### src/rtl/lmc_pkg.sv
package lmc_pkg;

  typedef enum logic [1:0] {
    MODE_NORM = 2'b00,
    MODE_SER  = 2'b01,
    MODE_PAR  = 2'b10
  } lmc_mode_e;

  typedef enum logic [2:0] {
    ST_IDLE,
    ST_APPLY,
    ST_WCFG,
    ST_HOLD,
    ST_WALN,
    ST_READY
  } lmc_state_e;

  // Unused code 11 maps to normal operation.
  function automatic lmc_mode_e lmc_decode(input logic [1:0] raw);
    case (raw)
      2'b01:   return MODE_SER;
      2'b10:   return MODE_PAR;
      default: return MODE_NORM;
    endcase
  endfunction

endpackage

### src/rtl/lmc_hold_cnt.sv
module lmc_hold_cnt #(
  parameter int HOLD_CYC = 2
) (
  input  logic clk,
  input  logic rst_n,
  input  logic load,
  input  logic run,
  output logic done
);
  localparam int HOLD_EFF = (HOLD_CYC < 2) ? 2 : HOLD_CYC;
  localparam int CW       = $clog2(HOLD_EFF + 1);
  localparam logic [CW-1:0] LOAD_VAL = CW'(HOLD_EFF - 1);

  logic [CW-1:0] cnt_q, cnt_d;
  logic          cnt_en;

  always_comb begin
    cnt_en = load || (run && (cnt_q != '0));
    cnt_d  = load ? LOAD_VAL : (cnt_q - 1'b1);
  end

  always_ff @(posedge clk or negedge rst_n) begin
    if (!rst_n)      cnt_q <= '0;
    else if (cnt_en) cnt_q <= cnt_d;
  end

  assign done = (cnt_q == '0);

  AST_HOLD_RANGE: assert property (@(posedge clk) disable iff (!rst_n)
    cnt_q <= LOAD_VAL);

endmodule

### src/rtl/lmc_align_tmo.sv
module lmc_align_tmo #(
  parameter int ALIGN_TMO = 64
) (
  input  logic clk,
  input  logic rst_n,
  input  logic run,
  output logic expired
);
  localparam int TMO_EFF = (ALIGN_TMO < 1) ? 1 : ALIGN_TMO;
  localparam int CW      = $clog2(TMO_EFF + 1);
  localparam logic [CW-1:0] LAST = CW'(TMO_EFF - 1);

  logic [CW-1:0] cnt_q, cnt_d;
  logic          cnt_en;

  always_comb begin
    cnt_en = !run || !expired;
    cnt_d  = run ? (cnt_q + 1'b1) : '0;
  end

  always_ff @(posedge clk or negedge rst_n) begin
    if (!rst_n)      cnt_q <= '0;
    else if (cnt_en) cnt_q <= cnt_d;
  end

  assign expired = (cnt_q == LAST);

  AST_TMO_RANGE: assert property (@(posedge clk) disable iff (!rst_n)
    cnt_q <= LAST);

endmodule

### src/rtl/lmc_seq.sv
module lmc_seq
  import lmc_pkg::*;
(
  input  logic       clk,
  input  logic       rst_n,
  input  logic       req_valid,
  input  logic [1:0] req_mode,
  input  logic       recfg_done,
  input  logic       align_lock,
  input  logic       hold_done,
  input  logic       tmo_exp,
  output logic       req_ack,
  output logic       hold_load,
  output logic       hold_run,
  output logic       tmo_run,
  output logic       ser_en,
  output logic       prbs_en,
  output logic       pcs_rst,
  output logic       ready,
  output logic       err
);
  lmc_state_e state_q, state_d;
  lmc_mode_e  tgt_q, tgt_d;
  logic       ser_q, ser_d, prbs_q, prbs_d;
  logic       keep_q, keep_d, err_q, err_d;
  logic       accept, ser_chg, cfg_chg;

  always_comb begin
    accept  = req_valid && ((state_q == ST_IDLE) || (state_q == ST_READY));
    ser_chg = (tgt_q == MODE_SER) != ser_q;
    cfg_chg = (tgt_q == MODE_PAR) != prbs_q;

    state_d   = state_q;
    tgt_d     = tgt_q;
    ser_d     = ser_q;
    prbs_d    = prbs_q;
    keep_d    = keep_q;
    err_d     = err_q;
    hold_load = 1'b0;

    case (state_q)
      ST_IDLE, ST_READY: begin
        if (accept) begin
          state_d = ST_APPLY;
          tgt_d   = lmc_decode(req_mode);
          err_d   = 1'b0;
        end
      end
      ST_APPLY: begin
        ser_d  = (tgt_q == MODE_SER);
        prbs_d = (tgt_q == MODE_PAR);
        keep_d = ser_chg;
        if (cfg_chg) begin
          state_d = ST_WCFG;
        end else begin
          state_d   = ST_HOLD;
          hold_load = 1'b1;
        end
      end
      ST_WCFG: begin
        if (recfg_done) begin
          state_d   = ST_HOLD;
          hold_load = 1'b1;
        end
      end
      ST_HOLD: begin
        if (hold_done) state_d = ST_WALN;
      end
      ST_WALN: begin
        if (align_lock) begin
          state_d = ST_READY;
        end else if (tmo_exp) begin
          state_d   = ST_HOLD;
          hold_load = 1'b1;
          err_d     = 1'b1;
        end
      end
      default: state_d = ST_IDLE;
    endcase
  end

  always_ff @(posedge clk or negedge rst_n) begin
    if (!rst_n) begin
      state_q <= ST_IDLE;
      tgt_q   <= MODE_NORM;
      ser_q   <= 1'b0;
      prbs_q  <= 1'b0;
      keep_q  <= 1'b0;
      err_q   <= 1'b0;
    end else begin
      state_q <= state_d;
      tgt_q   <= tgt_d;
      ser_q   <= ser_d;
      prbs_q  <= prbs_d;
      keep_q  <= keep_d;
      err_q   <= err_d;
    end
  end

  assign req_ack  = accept;
  assign hold_run = (state_q == ST_HOLD);
  assign tmo_run  = (state_q == ST_WALN);
  assign ser_en   = ser_q;
  assign prbs_en  = prbs_q;
  assign ready    = (state_q == ST_READY);
  assign err      = err_q;
  assign pcs_rst  = ((state_q == ST_APPLY) && ser_chg) ||
                    ((state_q == ST_WCFG) && keep_q) ||
                    (state_q == ST_HOLD);

  AST_SER_UNDER_RST: assert property (@(posedge clk) disable iff (!rst_n)
    (ser_q != $past(ser_q)) |-> pcs_rst);
  AST_MODE_LEGAL: assert property (@(posedge clk) disable iff (!rst_n)
    !(ser_q && prbs_q));
  AST_READY_AFTER_LOCK: assert property (@(posedge clk) disable iff (!rst_n)
    $rose(ready) |-> $past(align_lock));
  AST_ACK_DROPS_READY: assert property (@(posedge clk) disable iff (!rst_n)
    req_ack |=> !ready);
  AST_ERR_CAUSE: assert property (@(posedge clk) disable iff (!rst_n)
    $rose(err_q) |-> $past(tmo_exp));

endmodule

### src/rtl/lpbk_switch_ctrl.sv
module lpbk_switch_ctrl #(
  parameter int HOLD_CYC  = 2,
  parameter int ALIGN_TMO = 64
) (
  input  logic       clk,
  input  logic       rst_n,
  input  logic       req_valid,
  input  logic [1:0] req_mode,
  output logic       req_ack,
  input  logic       recfg_done,
  input  logic       align_lock,
  output logic       ser_lpbk_en,
  output logic       prbs_mode_en,
  output logic       rx_pcs_rst,
  output logic [1:0] mode_stat,
  output logic       chan_ready,
  output logic       align_err
);
  logic hold_load, hold_run, hold_done;
  logic tmo_run, tmo_exp;

  lmc_seq u_seq (
    .clk        (clk),
    .rst_n      (rst_n),
    .req_valid  (req_valid),
    .req_mode   (req_mode),
    .recfg_done (recfg_done),
    .align_lock (align_lock),
    .hold_done  (hold_done),
    .tmo_exp    (tmo_exp),
    .req_ack    (req_ack),
    .hold_load  (hold_load),
    .hold_run   (hold_run),
    .tmo_run    (tmo_run),
    .ser_en     (ser_lpbk_en),
    .prbs_en    (prbs_mode_en),
    .pcs_rst    (rx_pcs_rst),
    .ready      (chan_ready),
    .err        (align_err)
  );

  lmc_hold_cnt #(.HOLD_CYC(HOLD_CYC)) u_hold (
    .clk   (clk),
    .rst_n (rst_n),
    .load  (hold_load),
    .run   (hold_run),
    .done  (hold_done)
  );

  lmc_align_tmo #(.ALIGN_TMO(ALIGN_TMO)) u_tmo (
    .clk     (clk),
    .rst_n   (rst_n),
    .run     (tmo_run),
    .expired (tmo_exp)
  );

  assign mode_stat = {prbs_mode_en, ser_lpbk_en};

  AST_RST_MIN: assert property (@(posedge clk) disable iff (!rst_n)
    $fell(rx_pcs_rst) |-> $past(rx_pcs_rst, 2));

endmodule

### config.mk
export PLATFORM = sky130hd
export DESIGN_NAME = lpbk_switch_ctrl
export DESIGN_NICKNAME = d
export VERILOG_FILES = /design/src/rtl/lmc_pkg.sv /design/src/rtl/lmc_hold_cnt.sv /design/src/rtl/lmc_align_tmo.sv /design/src/rtl/lmc_seq.sv /design/src/rtl/lpbk_switch_ctrl.sv
export SDC_FILE = /design/constraint.sdc
export NUM_CORES = 1
export LEC_CHECK = 0
export ABC_AREA = 0
export CAP_MARGIN = 30
export CORE_ASPECT_RATIO = 0.8
export CORE_MARGIN = 2
export CORE_UTILIZATION = 60
export DETAILED_ROUTE_END_ITERATION = 10
export DONT_BUFFER_PORTS = 1
export MAX_ROUTING_LAYER = met4
export PLACE_DENSITY = 0.77
export SLEW_MARGIN = 0
export SYNTH_ARGS = -nofsm -noshare
export SYNTH_HDL_FRONTEND = slang
export SYNTH_SLANG_ARGS = --single-unit
### constraint.sdc
create_clock -name clk -period 2 [get_ports clk]
set_input_delay 0.1 -clock clk [delete_from_list [all_inputs] [get_ports clk]]
set_output_delay 0.1 -clock clk [all_outputs]
set_load 0.01 [all_outputs]
==> impl_metrics.yaml, run 1 <==
synthesis:
  yosysWarnings: 0
  synthArstFlopShare_pct: 100
  avgSynthCellArea_um2: 9.14
  synth_fp_nets: 116
  synth_ff_type: "dfrtp_1"
  synth_cell_types: 32
  synth_edf_count: 0
  ys_seq_area_share_pct: 46.0
  syn_inst: 107
  synthesis.area_um2: 978
  ys_ff_latch: 18
routing:
  drtAntennaViolNets: 0
  first_pass_iters: 4
  vias: 740
  drt-initial-drc-count: 7
  wl_mm: 1.81
  wl_per_cell_um: 13.7
  via_per_inst: 5.61
  drc_errors: 0
worst_hold_path:
  min_path_cells: 3
  hold_path_class: "input port to register"
  min_to: "u_seq.state_q[2]"
  worstHoldStart: "req_valid"
pwr:
  vdd_drop_max_v: 0.000772
  power-per-cell-area_nw_per_um2: 1200
  p_leak_uw: 0.000480
floorplan:
  die_w_um: 49.2
  rows: 13
  die_h_um: 40.1
  start_util_pct: 62.0
  design.die.area_um2: 1970
  io_pins: 15
  core_um2: 1580
finish:
  syn_to_final_growth_pct: 7.16
  drive_gt1_share_pct: 9.09
  fin_area_um2: 1050
  diodes: 0
  num-nets-final: 121
clocking:
  htree_levels: 1
  clock_latency_ns: 0.29
  cts_tree: "built"
  cts_setup_buffers: 0
  cts-root-to-sink-buffers: 2
  clkTransAtPathRegs_ns: 0.10
  cts-root-buf: "clkbuf_4"
  numCtsBuffers: 3
  clock-sinks: 18
timing:
  fin_crit_ns: 1.86
  slew_violations: 0
  hold_violations: 0
  setup-violations-final: 0
  slew_headroom_pct: 47.9
  fin_skew_ns: 0.0112
  fin_crit_sh_pct: 93.0
  fmax_ghz: 0.538
  rsz0062_at_grt: "no"
  worstMarginPinSlew_ns: 0.780
  setup_tns_ns: 0
global_route:
  overflow: 0
  grt_pass1_wl_mm: 2.99
  antenna_found_initial: 0
  grt_pass1_vias: 700
  grt_usage_pct: 22.1
  grt_max_degree: 19
place:
  io_buffers: 0
  gp_congestion: 0.776
  dp_hpwl_mm: 1.30
  dpl_cell_area_um2: 973
critical_path:
  end_kind: "register"
  r2r_slack_ns: 0.14
  cp_max_fo: 13
  r2r-end: "u_seq.tgt_q[0]"
  rr_startpoint: "u_seq.state_q[0]"
  r2r_cells: 6
  worstSetupPathType: "register to register"
  cp.arrival_ns: 2.08
  required_ns: 2.22
  cp-start-kind: "register"
run:
  drv_cap: 0
status:
  status: "finished, final reports clean"
[stage by stage]
| stage | cells | setup slack, ns | total power (uW) | hold WS [ns] | util [%] |
|---|---|---|---|---|---|
| final | 132 | 0.140 | 1260 | 0.0145 | 66.5 |
| after global routing | 132 | 0.0355 | 1360 | 0.0202 | 66.5 |
| after CTS | 132 | 0.0700 | 1260 | 0.0201 | 66.3 |
| after detailed placement | 124 | 0.372 | 1070 | -0.195 | 61.7 |
| after global placement | 124 | 0.432 | 1060 | -0.195 | 61.7 |
| after floorplan | 107 | 0.511 | 1010 | -0.196 | - |
[state kept, by name (all words and copies together) (netlist names)]
signal and flops:
u_tmo.cnt_q 7, u_seq.state_q 3, u_hold.cnt_q 2, u_seq.tgt_q 2
u_seq.err 1, u_seq.keep_q 1, u_seq.prbs_en 1, u_seq.ser_en 1
[metal layers]
metal / GRT usage (%) / wire length [um] / vias up
met3: 7.09 / 60 / 2
li1: - / - / 369
met4: 7.86 / 14 / 0
met5: - / 0 / -
met2: 36.8 / 884 / 12
met1: 26.0 / 850 / 357
[final cells by class]
type / count / area, um2
well taps: 22 / 27.5
fillers: 138 / 529
clock buffers: 3 / 22.5
inverters: 8 / 30.0
flip-flops and latches: 18 / 453
multi-input cells: 75 / 458
repair buffers: 6 / 57.6
[power by group]
| group | total [uW] | internal [uW] | switching (uW) |
|---|---|---|---|
| logic | 457 | 201 | 256 |
| clock network | 172 | 70.1 | 101 |
| registers | 628 | 468 | 160 |
[how the worst max path moves through the flow]
stage	to	cells past startpoint	start	slack [ns]
5_1_grt	u_seq.tgt_q[0]	6	u_seq.state_q[0]	0.04
4_1_cts	u_seq.tgt_q[0]	6	u_seq.state_q[0]	0.07
2_1_floorplan	u_hold.cnt_q[1]	6	u_tmo.cnt_q[0]	0.51
6_report	u_seq.tgt_q[0]	6	u_seq.state_q[0]	0.14
3_5_place_dp	u_hold.cnt_q[1]	5	u_tmo.cnt_q[0]	0.37
3_3_place_gp	u_hold.cnt_q[1]	5	u_tmo.cnt_q[0]	0.43
[timing repair]
action	CTS	global route
hold buffers	5	0
setup endpoints to repair	0	1
hold endpoints to repair	21	0
resized for setup	0	2
[kinds of logic after synthesis]
group	count (synthesis)	synth area share, %
simple gates	43	24.2
xor+xnor	6	5.37
buf+inv	14	7.16
fa+ha+maj	2	2.56
compound gates	23	13.7
flops	18	46.0
mux	1	1.02
[Yosys cell counts, types with 2 or more instances]
master / n / area, um2
a21oi_1: 4 / 20.0
o22ai_1: 2 / 12.5
dfrtp_1: 18 / 450
a31oi_1: 2 / 12.5
xnor2_1: 3 / 26.3
inv_1: 8 / 30.0
buf_2: 2 / 10.0
nor3_1: 2 / 10.0
o21ai_0: 11 / 55.1
xor2_1: 3 / 26.3
nand3b_1: 2 / 15.0
nand2_1: 13 / 48.8
nand2b_1: 4 / 25.0
buf_4: 2 / 15.0
nor2_1: 10 / 37.5
nand3_1: 4 / 20.0
ha_1: 2 / 25.0
[critical path, cell delays in order, from the launching register on]
cell	delay, ns
dfrtp_2	0.52
xor2_1	0.18
nor3_1	0.21
buf_4	0.20
nand3b_1	0.08
dlygate4sd3_1	0.55
o21ai_0	0.07
[placed cells by master (no fill, tap or decap), types with 2 or more instances in the layout]
| cell | count |
|---|---|
| a21oi_1 | 4 |
| o21ai_0 | 11 |
| dlygate4sd3_1 | 5 |
| nor2_1 | 10 |
| clkbuf_4 | 3 |
| nand3b_1 | 2 |
| ha_1 | 2 |
| inv_1 | 8 |
| nand3_1 | 4 |
| nor3_1 | 2 |
| nand2_1 | 13 |
| o22ai_1 | 2 |
| dfrtp_2 | 2 |
| nand2b_1 | 4 |
| xnor2_1 | 3 |
| xor2_1 | 3 |
| a31oi_1 | 2 |
| dfrtp_1 | 16 |
Power figures use the tool's default switching activity.
==> inputs of run 2 (changes only) <==
CORE_ASPECT_RATIO = not set   (was 0.8)
CORE_UTILIZATION = 64   (was 60)
PLACE_DENSITY = 0.81   (was 0.77)
clock period = 2.4 ns   (was 2 ns; I/O delays follow)
==> impl_metrics.yaml, run 2 (same netlist as run 1, synthesis figures left out) <==
critical_path:
  r2r_cells: 5
  worstSetupPathType: "register to register"
  rr_startpoint: "u_tmo.cnt_q[0]"
  cp.arrival_ns: 1.84
  cp-start-kind: "register"
  end_kind: "register"
  r2r-end: "u_hold.cnt_q[1]"
  r2r_slack_ns: 0.74
  cp_max_fo: 8
  required_ns: 2.58
global_route:
  overflow: 0
  grt_max_degree: 19
  grt_pass1_wl_mm: 3.28
  grt_pass1_vias: 745
  grt_usage_pct: 24.3
  antenna_found_initial: 0
worst_hold_path:
  worstHoldStart: "req_mode[1]"
  min_to: "u_seq.tgt_q[0]"
  min_path_cells: 2
  hold_path_class: "input port to register"
finish:
  reg.largest.list: "u_tmo.cnt_q: 7 flops, u_seq.state_q: 3 flops"
  final-seq-area_um2: 450
  syn_to_final_growth_pct: 5.12
  nFillCells: 122
  drive_gt1_share_pct: 7.34
  mostFrequentLayoutCells: "18 x dfrtp_1, 13 x nand2_1, 11 x o21ai_0, 10 x nor2_1, 8 x inv_1"
  stdcell_count: 125
  top_register: "u_tmo.cnt_q"
  largest_reg_flops: 7
  num-nets-final: 120
  diodes: 0
  final_common_cell: "dfrtp_1"
  fin_util_pct: 69.9
  multi_input_comb_area_um2: 458
routing:
  wl_mm: 1.88
  vias: 755
  first_pass_iters: 4
  drtAntennaViolNets: 0
  drc_errors: 0
  wl_per_cell_um: 15.0
  via_per_inst: 6.04
  drt-initial-drc-count: 14
timing:
  fin_skew_ns: 0.00115
  fin_ws_ns: 0.742
  slew_violations: 0
  setup_tns_ns: 0
  fmax_ghz: 0.603
  rsz0062_at_grt: "no"
  worstMarginPinSlew_ns: 0.786
  fin_crit_ns: 1.66
  fin_crit_sh_pct: 69.1
  hold_violations: 0
  setup-violations-final: 0
  slew_headroom_pct: 47.4
pwr:
  p_int_uw: 612
  p_leak_uw: 0.000481
  switchingPower_uw: 440
  power-per-cell-area_nw_per_um2: 1020
  power_frac_seq_pct: 49.7
  switching_share_pct: 41.8
  p_total_uw: 1050
  vdd_drop_max_v: 0.000858
  pwr-share-comb_pct: 36.4
  p_clk_share_pct: 13.9
floorplan:
  core_um2: 1470
  die_w_um: 43.1
  start_util_pct: 66.5
  io_pins: 15
  design.die.area_um2: 1860
  die_h_um: 43.1
  rows: 14
clocking:
  cts_setup_buffers: 0
  htree_levels: 1
  cts_resized: 0
  numCtsBuffers: 3
  cts-root-buf: "clkbuf_4"
  clock_latency_ns: 0.28
  cts_tree: "built"
  hold_buffers: 4
  cts-root-to-sink-buffers: 2
  clkTransAtPathRegs_ns: 0.10
  clock-sinks: 18
place:
  dp_cells: 118
  pre_cts_slack_ns: 0.759
  dp_hpwl_mm: 1.32
  io_buffers: 0
  gp_congestion: 0.860
run:
  drv_cap: 0
status:
  status: "finished, final reports clean"
==> run 2: cell count changes in the layout (fill, tap and decap cells not counted) <==
| cell | change |
|---|---|
| dfrtp_1 | +2 |
| dfrtp_2 | -2 |
| dlygate4sd3_1 | -1 |
==> run 2: through the flow <==
| stage | hold WS [ns] | cell area [um2] |
|---|---|---|
| after floorplan | -0.176 | 978 |
| after global placement | -0.175 | 966 |
| after detailed placement | -0.175 | 966 |
| after CTS | 0.0155 | 1030 |
| after global routing | 0.0283 | 1030 |
| final | 0.0123 | 1030 |
==> run 2: layout make-up <==
class	instances	area share [%]
multi-input combinational	75	44.5
clock buffer	3	2.19
inverter	8	2.92
timing repair buffer	5	4.62
sequential	18	43.8
tap	16	1.95
==> run 2: power groups by stage <==
stage          sequential, uW  clock, uW  combinational (uW)
6_report                  523        146                 383
5_1_grt                   539        160                 442
4_1_cts                   521        147                 382
3_5_place_dp              526          0                 370
3_3_place_gp              521          0                 355
2_1_floorplan             458          0                 384
==> run 2: routing by layer <==
metal  share of wire, %  wire length (um)  GRT usage, %  vias up
met1                 47               874          33.4      368
met5                  0                 0             -        -
met3                4.5                85          2.55        2
met4                1.0                19          9.70        0
li1                   -                 -             -      368
met2                 48               898          37.0       17
==> run 2: worst max-delay path by stage <==
stage / slack [ns] / depth (start not counted) / startpoint / to
final: 0.74 / 5 / u_tmo.cnt_q[0] / u_hold.cnt_q[1]
after global routing: 0.65 / 5 / u_tmo.cnt_q[0] / u_hold.cnt_q[1]
after CTS: 0.74 / 5 / u_tmo.cnt_q[0] / u_hold.cnt_q[1]
after detailed placement: 0.76 / 5 / u_tmo.cnt_q[0] / u_hold.cnt_q[1]
after global placement: 0.84 / 5 / u_tmo.cnt_q[0] / u_hold.cnt_q[1]
after floorplan: 0.91 / 6 / u_tmo.cnt_q[0] / u_hold.cnt_q[1]
==> run 2: worst max-delay path: stages, from the launching register on <==
cell and delay [ns]:
dfrtp_1 0.42, ha_1 0.22, nand2_1 0.08, or3_1 0.46, nand2b_4 0.21, and3_1 0.17
==> inputs of run 3 (changes only) <==
ABC_AREA = 1   (was 0)
CORE_ASPECT_RATIO = 0.8   (was not set)
CORE_UTILIZATION = 60   (was 64)
PLACE_DENSITY = 0.77   (was 0.81)
clock period = 1.7 ns   (was 2.4 ns; I/O delays follow)
==> impl_metrics.yaml, run 3 <==
finish:
  fin_area_um2: 1110
  nFillCells: 154
  drive_gt1_share_pct: 6.67
  mostFrequentLayoutCells: "37 x nand2_1, 22 x inv_1, 19 x nand3_1, 18 x dfrtp_1, 16 x nor2_1"
  final_common_cell: "nand2_1"
  syn_to_final_growth_pct: 6.23
  num-nets-final: 161
  diodes: 0
  reg.largest.list: "u_tmo.cnt_q: 7 flops, u_seq.state_q: 3 flops"
  top_register: "u_tmo.cnt_q"
  largest_reg_flops: 7
synthesis:
  ys_ff_latch: 18
  synth_common_cells: "37 x nand2_1, 22 x inv_1, 19 x nand3_1, 18 x dfrtp_1, 16 x nor2_1"
  synth_top_area_share_pct: 43.1
  synth_most_common_cell: "nand2_1"
  yosysWarnings: 0
  synth_ff_type: "dfrtp_1"
  ys_seq_area_share_pct: 43.1
  avgSynthCellArea_um2: 7.16
  synth_fp_nets: 155
  synthArstFlopShare_pct: 100
  syn_inst: 146
  yosysTopAreaCell: "dfrtp_1"
  synthesis.area_um2: 1040
  synth_cell_types: 21
  synth_area_leaders: "dfrtp_1 43%, nand2_1 13%, nand3_1 9.1%"
  synth_edf_count: 0
floorplan:
  die_w_um: 50.7
  design.die.area_um2: 2090
  start_util_pct: 64.2
  rows: 13
  die_h_um: 41.3
  io_pins: 15
  core_um2: 1630
critical_path:
  worstSetupStartpoint: "u_tmo.cnt_q[0]"
  worstSetupPathType: "register to register"
  cp_max_fo: 7
  cp.arrival_ns: 1.70
  end_kind: "register"
  required_ns: 1.89
  cp-start-kind: "register"
  rr_startpoint: "u_tmo.cnt_q[0]"
routing:
  via_per_inst: 5.55
  wl_per_cell_um: 12.1
  wl_mm: 2.08
  drc_errors: 0
  drt-initial-drc-count: 45
  vias: 954
  drtAntennaViolNets: 0
  first_pass_iters: 4
timing:
  slew_headroom_pct: 47.4
  rsz0062_at_grt: "no"
  slew_violations: 0
  fin_skew_ns: 0.00508
  setup_tns_ns: 0
  hold_violations: 0
  fin_crit_sh_pct: 88.9
  fmax_ghz: 0.662
  fin_crit_ns: 1.51
  setup-violations-final: 0
  worstMarginPinSlew_ns: 0.786
clocking:
  htree_levels: 1
  cts_tree: "built"
  clock_latency_ns: 0.29
  numCtsBuffers: 3
  cts-root-to-sink-buffers: 2
  cts_resized: 0
  hold_buffers: 3
  cts_setup_buffers: 0
  clkTransAtPathRegs_ns: 0.09
  clock-sinks: 18
  cts-root-buf: "clkbuf_4"
pwr:
  p_clk_share_pct: 12.9
  switchingPower_uw: 709
  power-per-cell-area_nw_per_um2: 1410
  p_total_uw: 1560
  vdd_drop_max_v: 0.000956
  power_frac_seq_pct: 42.2
  p_int_uw: 854
  p_leak_uw: 0.000583
  switching_share_pct: 45.4
  pwr-share-comb_pct: 44.9
global_route:
  antenna_found_initial: 0
  top_usage_layer: "met2"
  grt_use_met1_pct: 31.7
  grt_usage_pct: 23.4
  grt_pass1_vias: 769
  grt_max_degree: 19
  grt_use_met3_pct: 6.07
  grt_use_met2_pct: 35.5
  grt_pass1_wl_mm: 3.36
  overflow: 0
place:
  gp_congestion: 0.901
  dp_hpwl_mm: 1.59
  io_buffers: 0
  dpl_cell_area_um2: 1060
status:
  status: "finished, final reports clean"
worst_hold_path:
  worstHoldStart: "req_mode[0]"
  hold_path_class: "input port to register"
run:
  drv_cap: 0
[run 3: critical path, stage by stage, from the launching register on]
cell and delay (ns):
dfrtp_1 0.41, ha_1 0.23, nand2_1 0.07, nor2_1 0.15, nand2_1 0.19, nand2_1 0.13, nand3_1 0.10, nand2_1 0.07
nand2_1 0.06
[run 3: final timing paths]
check,endpoint,slack (ns),depth (start not counted)
worst min-delay path,u_seq.tgt_q[1],0.009,3
worst max register to register,u_seq.state_q[0],0.19,8
min in group asynchronous,u_hold.cnt_q[0],0.31,1
max in group asynchronous,u_seq.err,0.90,1
worst max-delay path,u_seq.state_q[0],0.19,8
worst min register to register,u_hold.cnt_q[0],0.52,2
[run 3: area by class of cell]
cell class	count	area, um2	area share, %
tap	22	27.5	2.48
timing repair buffer	3	30.0	2.71
sequential	18	450	40.6
inverter	24	90.1	8.12
multi-input combinational	102	489	44.1
clock buffer	3	22.5	2.03
[run 3: metrics by stage]
step	setup slack, ns	instances	hold WS [ns]	util, %
3_3_place_gp	0.294	166	-0.210	65.0
4_1_cts	0.211	172	0.00433	68.2
5_1_grt	0.0492	172	0.0239	68.2
3_5_place_dp	0.220	166	-0.210	65.0
6_report	0.189	172	0.00894	68.2
2_1_floorplan	0.382	146	-0.211	-
[run 3: power groups by stage]
stage | sequential [uW] | combinational (uW) | clock, uW
2_1_floorplan | 631 | 604 | 0
3_3_place_gp | 661 | 662 | 0
3_5_place_dp | 667 | 684 | 0
4_1_cts | 658 | 704 | 210
5_1_grt | 674 | 830 | 225
6_report | 659 | 702 | 202
[run 3: kinds of logic after synthesis]
| kind of cell | count (synthesis) | synth area share, % |
|---|---|---|
| AOI/OAI and AO/OA | 17 | 8.98 |
| xor gates and xnor gates | 1 | 0.838 |
| adders and majority gates | 2 | 2.39 |
| buffers and inverters | 26 | 10.1 |
| DFF | 18 | 43.1 |
| and+or+nand+nor | 82 | 34.6 |
[run 3: metal layers]
| metal | vias to the layer above | wire [um] |
|---|---|---|
| li1 | 480 | - |
| met1 | 441 | 1010 |
| met4 | 0 | 13 |
| met3 | 2 | 133 |
| met5 | - | 0 |
| met2 | 31 | 921 |
